[config.mk]
export PLATFORM = sky130hd
export DESIGN_NAME = fb_fault_supervisor
export DESIGN_NICKNAME = d
export VERILOG_FILES = /design/src/rtl/fbs_pkg.sv /design/src/rtl/debounce_qual.sv /design/src/rtl/shrink_timer.sv /design/src/rtl/fb_fault_supervisor.sv
export SDC_FILE = /design/constraint.sdc
export NUM_CORES = 1
export LEC_CHECK = 0
export BUFFER_PORTS_ARGS = -buffer_cell sky130_fd_sc_hd__buf_2
export CAP_MARGIN = 5
export CORE_MARGIN = 5
export CORE_UTILIZATION = 23
export CTS_BUF_LIST = sky130_fd_sc_hd__clkbuf_4 sky130_fd_sc_hd__clkbuf_8 sky130_fd_sc_hd__clkbuf_16
export DETAILED_ROUTE_END_ITERATION = 10
export PLACE_DENSITY = 0.46
export SYNTH_ARGS = -nofsm -noshare
export SYNTH_HDL_FRONTEND = slang
export SYNTH_SLANG_ARGS = --single-unit
[constraint.sdc]
create_clock -name clk -period 8.7 [get_ports clk]
set_clock_uncertainty 0.05 [all_clocks]
set_input_delay 0.435 -clock clk [delete_from_list [all_inputs] [get_ports clk]]
set_output_delay 0.435 -clock clk [all_outputs]
set_load 0.1 [all_outputs]
[src/rtl/fbs_pkg.sv]
package fbs_pkg;
  // Upward step of more than 20 percent, without division.
  function automatic logic fb_rise(input logic [31:0] cur, input logic [31:0] prv);
    logic [39:0] lhs, rhs;
    lhs = {8'd0, cur} * 40'd100;
    rhs = {8'd0, prv} * 40'd120;
    return lhs > rhs;
  endfunction

  function automatic logic fb_below(input logic [31:0] word, input logic [31:0] level);
    return word < level;
  endfunction
endpackage

[src/rtl/debounce_qual.sv]
module debounce_qual #(
  parameter int TICKS = 16,
  parameter bit LATCH = 1'b1
) (
  input  logic clk,
  input  logic rst_n,
  input  logic flag_i,
  output logic fault_o
);
  localparam int CW = (TICKS < 2) ? 1 : $clog2(TICKS + 1);
  localparam logic [CW-1:0] LAST = CW'(TICKS - 1);

  logic [CW-1:0] cnt_q;

  always_ff @(posedge clk or negedge rst_n) begin
    if (!rst_n) begin
      cnt_q   <= '0;
      fault_o <= 1'b0;
    end else if (!flag_i) begin
      cnt_q <= '0;
      if (!LATCH) fault_o <= 1'b0;
    end else if (cnt_q == LAST) begin
      fault_o <= 1'b1;
    end else begin
      cnt_q <= cnt_q + 1'b1;
    end
  end


  fault_cause_chk: assert property (@(posedge clk) disable iff (!rst_n)
    $rose(fault_o) |-> $past(flag_i));

  generate
    if (LATCH) begin : g_latch

      fault_hold_chk: assert property (@(posedge clk) disable iff (!rst_n)
        fault_o |=> fault_o);
    end else begin : g_follow

      fault_release_chk: assert property (@(posedge clk) disable iff (!rst_n)
        !flag_i |=> !fault_o);
    end
  endgenerate
endmodule

[src/rtl/shrink_timer.sv]
module shrink_timer #(
  parameter int TICKS = 100
) (
  input  logic clk,
  input  logic rst_n,
  input  logic start_i,
  output logic active_o
);
  localparam int CW = $clog2(TICKS + 1);
  localparam logic [CW-1:0] LOAD = CW'(TICKS);

  logic [CW-1:0] cnt_q;

  always_ff @(posedge clk or negedge rst_n) begin
    if (!rst_n)               cnt_q <= '0;
    else if (start_i)         cnt_q <= LOAD;
    else if (cnt_q != '0)     cnt_q <= cnt_q - 1'b1;
  end

  assign active_o = (cnt_q != '0);


  win_open_chk: assert property (@(posedge clk) disable iff (!rst_n)
    start_i |=> active_o);


  win_quiet_chk: assert property (@(posedge clk) disable iff (!rst_n)
    (!start_i && !active_o) |=> !active_o);
endmodule

[src/rtl/fb_fault_supervisor.sv]
module fb_fault_supervisor
  import fbs_pkg::*;
#(
  parameter int SAMPLE_W     = 12,
  parameter int SCP_LEVEL    = 270,
  parameter int SHRINK_TICKS = 11250,
  parameter int SCP_TICKS    = 2000,
  parameter int PIN_TICKS    = 250,
  parameter int OVP_TICKS    = 7500
) (
  input  logic                clk,
  input  logic                rst_n,
  input  logic                fb_valid,
  input  logic [SAMPLE_W-1:0] fb_sample,
  input  logic                rp_low_flag,
  input  logic                rp_high_flag,
  input  logic                vdd_over_flag,
  input  logic                temp_hot_flag,
  input  logic                temp_cool_flag,
  output logic                shrink_req,
  output logic                drive_disable
);
  localparam int PADW = 32 - SAMPLE_W;

  logic [SAMPLE_W-1:0] prev_q;
  logic                have_q;
  logic                rise_evt;
  logic                scp_low;
  logic                scp_fault, pin_short_fault, pin_open_fault, ovp_fault;
  logic                otp_q;

  always_ff @(posedge clk or negedge rst_n) begin
    if (!rst_n) begin
      prev_q <= '0;
      have_q <= 1'b0;
    end else if (fb_valid) begin
      prev_q <= fb_sample;
      have_q <= 1'b1;
    end
  end

  assign rise_evt = fb_valid && have_q &&
                    fb_rise({{PADW{1'b0}}, fb_sample}, {{PADW{1'b0}}, prev_q});
  assign scp_low  = have_q && fb_below({{PADW{1'b0}}, prev_q}, 32'(SCP_LEVEL));

  shrink_timer #(.TICKS(SHRINK_TICKS)) u_shrink (
    .clk(clk), .rst_n(rst_n), .start_i(rise_evt), .active_o(shrink_req));

  debounce_qual #(.TICKS(SCP_TICKS), .LATCH(1'b1)) u_scp (
    .clk(clk), .rst_n(rst_n), .flag_i(scp_low), .fault_o(scp_fault));
  debounce_qual #(.TICKS(PIN_TICKS), .LATCH(1'b1)) u_pin_short (
    .clk(clk), .rst_n(rst_n), .flag_i(rp_low_flag), .fault_o(pin_short_fault));
  debounce_qual #(.TICKS(PIN_TICKS), .LATCH(1'b1)) u_pin_open (
    .clk(clk), .rst_n(rst_n), .flag_i(rp_high_flag), .fault_o(pin_open_fault));
  debounce_qual #(.TICKS(OVP_TICKS), .LATCH(1'b0)) u_ovp (
    .clk(clk), .rst_n(rst_n), .flag_i(vdd_over_flag), .fault_o(ovp_fault));

  always_ff @(posedge clk or negedge rst_n) begin
    if (!rst_n)              otp_q <= 1'b0;
    else if (temp_hot_flag)  otp_q <= 1'b1;
    else if (temp_cool_flag) otp_q <= 1'b0;
  end

  assign drive_disable = scp_fault | pin_short_fault | pin_open_fault | ovp_fault | otp_q;


  otp_set_chk: assert property (@(posedge clk) disable iff (!rst_n)
    temp_hot_flag |=> drive_disable);


  otp_hold_chk: assert property (@(posedge clk) disable iff (!rst_n)
    (otp_q && !temp_cool_flag) |=> otp_q);


  scp_need_word_chk: assert property (@(posedge clk) disable iff (!rst_n)
    !have_q |-> !scp_fault);


  first_word_chk: assert property (@(posedge clk) disable iff (!rst_n)
    !have_q |-> !rise_evt);
endmodule

==> key figures <==
Run status
  – Outcome: finished, final reports clean

Synthesis
  – Syn Nets: between 700 and 800
  – EDFF count, synth: 0
  – Register area share after synthesis: 0.292
  – Post-synth top area share: 0.292
  – Post-synthesis cell area: 6160 um^2
  – Ys async rst share: 1.00
  – Synth warn: 0
  – Synth Instances: about 650
  – Synth top area cells: dfrtp_1, ha_1, fa_1, xnor2_1, inv_1
  – Ys flop type: dfrtp_1
  – Area leader, netlist: dfrtp_1
  – Register bit total from synthesis: 72
  – Synth unique cells: 55
  – Syn_area_per_cell: roughly 9.5 um^2

Pwr
  – Max rail drop VDD: 72.5 uV
  – PwrDens: ~220 nW/um^2
  – Pleak: between 3 and 4 nW

Die
  – Boundary pin count: 22
  – Die ar.: approximately 30000 um^2
  – Die span in y: 174 um
  – Cell Rows: 60
  – Core Footprint: approximately 27000 um^2
  – Starting Density: 0.231
  – Die width: roughly 170 um

Cells and area
  – Final Util: 0.261
  – Nets: about 800
  – Fin cells: about 1000
  – Fin area: approximately 7000 um^2
  – # diodes: 0
  – Layout cells sized above 1: 0.0752
  – Fillers: between 2000 and 3000
  – Area Overhead vs Synth: 13.1%

GRT
  – Pin count of the biggest net entering global routing: 73
  – Layer with the highest usage: met2
  – Grt ovf: 0
  – First-pass GRT wire length: 21700 um
  – GR Util met2: 0.138
  – Total track usage: 0.0861
  – Met1 usage: 0.119
  – Antenna violations before repair: 0
  – GR Util met3: 0.0216
  – Vias in the first global route: approximately 4400

Placed design
  – Dpl cells: 1003
  – DP Area: about 6700 um^2
  – Port bufs: 21
  – Gpl congestion: 0.749
  – Post-DP HPWL: slightly below 10000 um

Worst setup path
  – CP Buf/Inv Count: 2
  – CP endpoint kind: register
  – Crit path largest cell delay: roughly 0.56 ns
  – CP arrival: 5.22 ns
  – Reg2Reg Setup Slack: 3.65 ns
  – Startpoint types: register
  – CP top delay family: adder cells
  – Crit. Startpoint: prev_q[3]$_DFFE_PN0P_
  – Critical R2R Launch: prev_q[3]$_DFFE_PN0P_
  – Crit Path Class: reg -> reg
  – FF-to-FF End: u_shrink.cnt_q[4]$_DFFE_PN0P_
  – Worst EP required: 8.88 ns
  – CP max stage cell: or4_4
  – Crit-path max FO: 6
  – Crit path cell chain: inv_1 > fa_1 > fa_1 > inv_1 > ha_1 > nor2b_1 > o31a_1 > o31ai_1 > o21ai_0 > xnor2_1 > ha_1 > nand4_1 > or4_4 > o311ai_2 > a31oi_2 > a211o_1
  – Number of cells on the worst reg-to-reg path: 16

Route
  – Drt initial violations: 147
  – Aggregate routed wire length: around 13000 um
  – # DRC: 0
  – Vias per cell: between 4 and 5
  – ANT nets after route: 0
  – WL/cell: 12.3 um
  – Via count: approximately 4400
  – DR pass1 iterations: 4

Timing
  – Actual slew at the worst max-slew pin: between 1 and 1.5 ns
  – Min Tclk post-route: 5.05 ns
  – Hold slack: 0.199 ns
  – Setup_tns: 0 ns
  – Crit share post-route: 0.580
  – RSZ-0062 raised after global routing: no
  – Slew Limit Headroom: 0.265
  – Setup-failing EPs final: 0
  – Final hold viol count: 0
  – Fmax: ~0.20 GHz
  – Slew Viols, Final: 0

Clock tree
  – Post-CTS setup buffers: 0
  – TritonCTS Buffers: 9
  – # H-tree levels: 3
  – CTS tree: built
  – Cts hold-fix bufs: 0
  – CTS Root Cell: clkbuf_16
  – Max Root-Sink Buffers: 2
  – Clock latency on the worst-skew pair: about 0.34 ns
  – # resized after CTS: 0
  – Clock-pin slew on the worst setup and hold paths: around 0.06 ns
  – CTS Sinks: around 70

Flow run
  – MaxCap Viol Count: 0

Hold path
  – Hold Crit Class: in -> async
metrics by stage:
step / setup slack (ns) / total power [W]
finish: 3.65 / 0.00153
detailed placement: 3.62 / 0.00117
global route: 3.30 / 0.00169
global placement: 3.68 / 0.00117
floorplan: 3.95 / 0.000989
CTS: 3.61 / 0.00156
logic make-up (layout without fill, tap and decap cells):
| group | Yosys count | count (layout) | synth area share |
|---|---|---|---|
| xor+xnor | 56 | 56 | 0.0796 |
| fa+ha+maj | 117 | 117 | 0.272 |
| simple gates | 197 | 197 | 0.171 |
| buf+inv | 81 | 111 | 0.0495 |
| compound gates | 117 | 117 | 0.123 |
| flops | 72 | 72 | 0.292 |
| mux | 8 | 8 | 0.0132 |
cells in the final DEF, fill, tap and decap left out, types with 8 or more instances in the layout:
cell        n
or3_1       8
inv_1      74
dfrtp_1    72
nand4_1     8
clkbuf_16   9
fa_1       28
xnor2_1    37
a21oi_1    25
xor2_1     19
nor3_1     17
a21o_1     10
and3_1     11
nand3_1    18
o21ai_0    34
and2_1     23
nor2_1     31
buf_2      20
ha_1       89
nor2b_1    10
nand2_1    45
sequential cells by signal (all words and copies together), names as in the netlist:
signal               flops
u_pin_open.cnt_q         8
prev_q                  12
u_pin_open.fault_o       1
have_q                   1
otp_q                    1
u_ovp.cnt_q             13
u_shrink.cnt_q          14
u_scp.cnt_q             11
u_pin_short.fault_o      1
u_pin_short.cnt_q        8
u_ovp.fault_o            1
u_scp.fault_o            1
synth_stat cells (3+ instances only):
cell type,number
a211oi_1,3
a21boi_0,4
a21o_1,10
a21oi_1,25
a311oi_1,3
a31oi_1,4
and2_1,23
and3_1,11
clkbuf_1,5
dfrtp_1,72
fa_1,28
ha_1,89
inv_1,74
mux2i_1,7
nand2_1,45
nand2b_1,3
nand3_1,18
nand4_1,8
nor2_1,31
nor2b_1,10
nor3_1,17
nor3b_1,4
nor4_1,5
o211ai_1,5
o21a_1,6
o21ai_0,34
o21ai_1,3
o31ai_1,3
or3_1,8
or4_1,3
xnor2_1,37
xor2_1,19
area by class of cell:
class	instances	area, um^2	area share
Multi-Input combinational cell	495	4060	0.582
Tap cell	341	427	0.0612
Inverter	74	278	0.0399
Clock inverter	7	72.6	0.0104
Sequential cell	72	1800	0.259
Timing Repair Buffer	21	108	0.0154
Clock buffer	9	225	0.0323
power breakdown:
part,switching (W),internal (W),leakage (nW)
Clock,0.000149,0.000222,0.141
Sequential,0.0000239,0.000358,0.920
Combinational,0.000443,0.000336,2.15
Total,0.000616,0.000916,3.21
metal layers:
layer / vias to the layer above / wire length [um]
li1: 2287 / -
met1: 2042 / 6380
met2: 27 / 5720
met3: 7 / 293
met4: 0 / 107
met5: - / 0
how the worst max path moves through the flow:
stage	slack, ns	cells past startpoint	to
after floorplan	3.95	16	u_shrink.cnt_q[4]$_DFFE_PN0P_
after global placement	3.68	16	u_shrink.cnt_q[4]$_DFFE_PN0P_
after detailed placement	3.62	16	u_shrink.cnt_q[4]$_DFFE_PN0P_
after CTS	3.61	16	u_shrink.cnt_q[4]$_DFFE_PN0P_
after global routing	3.30	16	u_shrink.cnt_q[4]$_DFFE_PN0P_
final	3.65	16	u_shrink.cnt_q[4]$_DFFE_PN0P_
No activity file was read; power rests on OpenSTA's default activity.
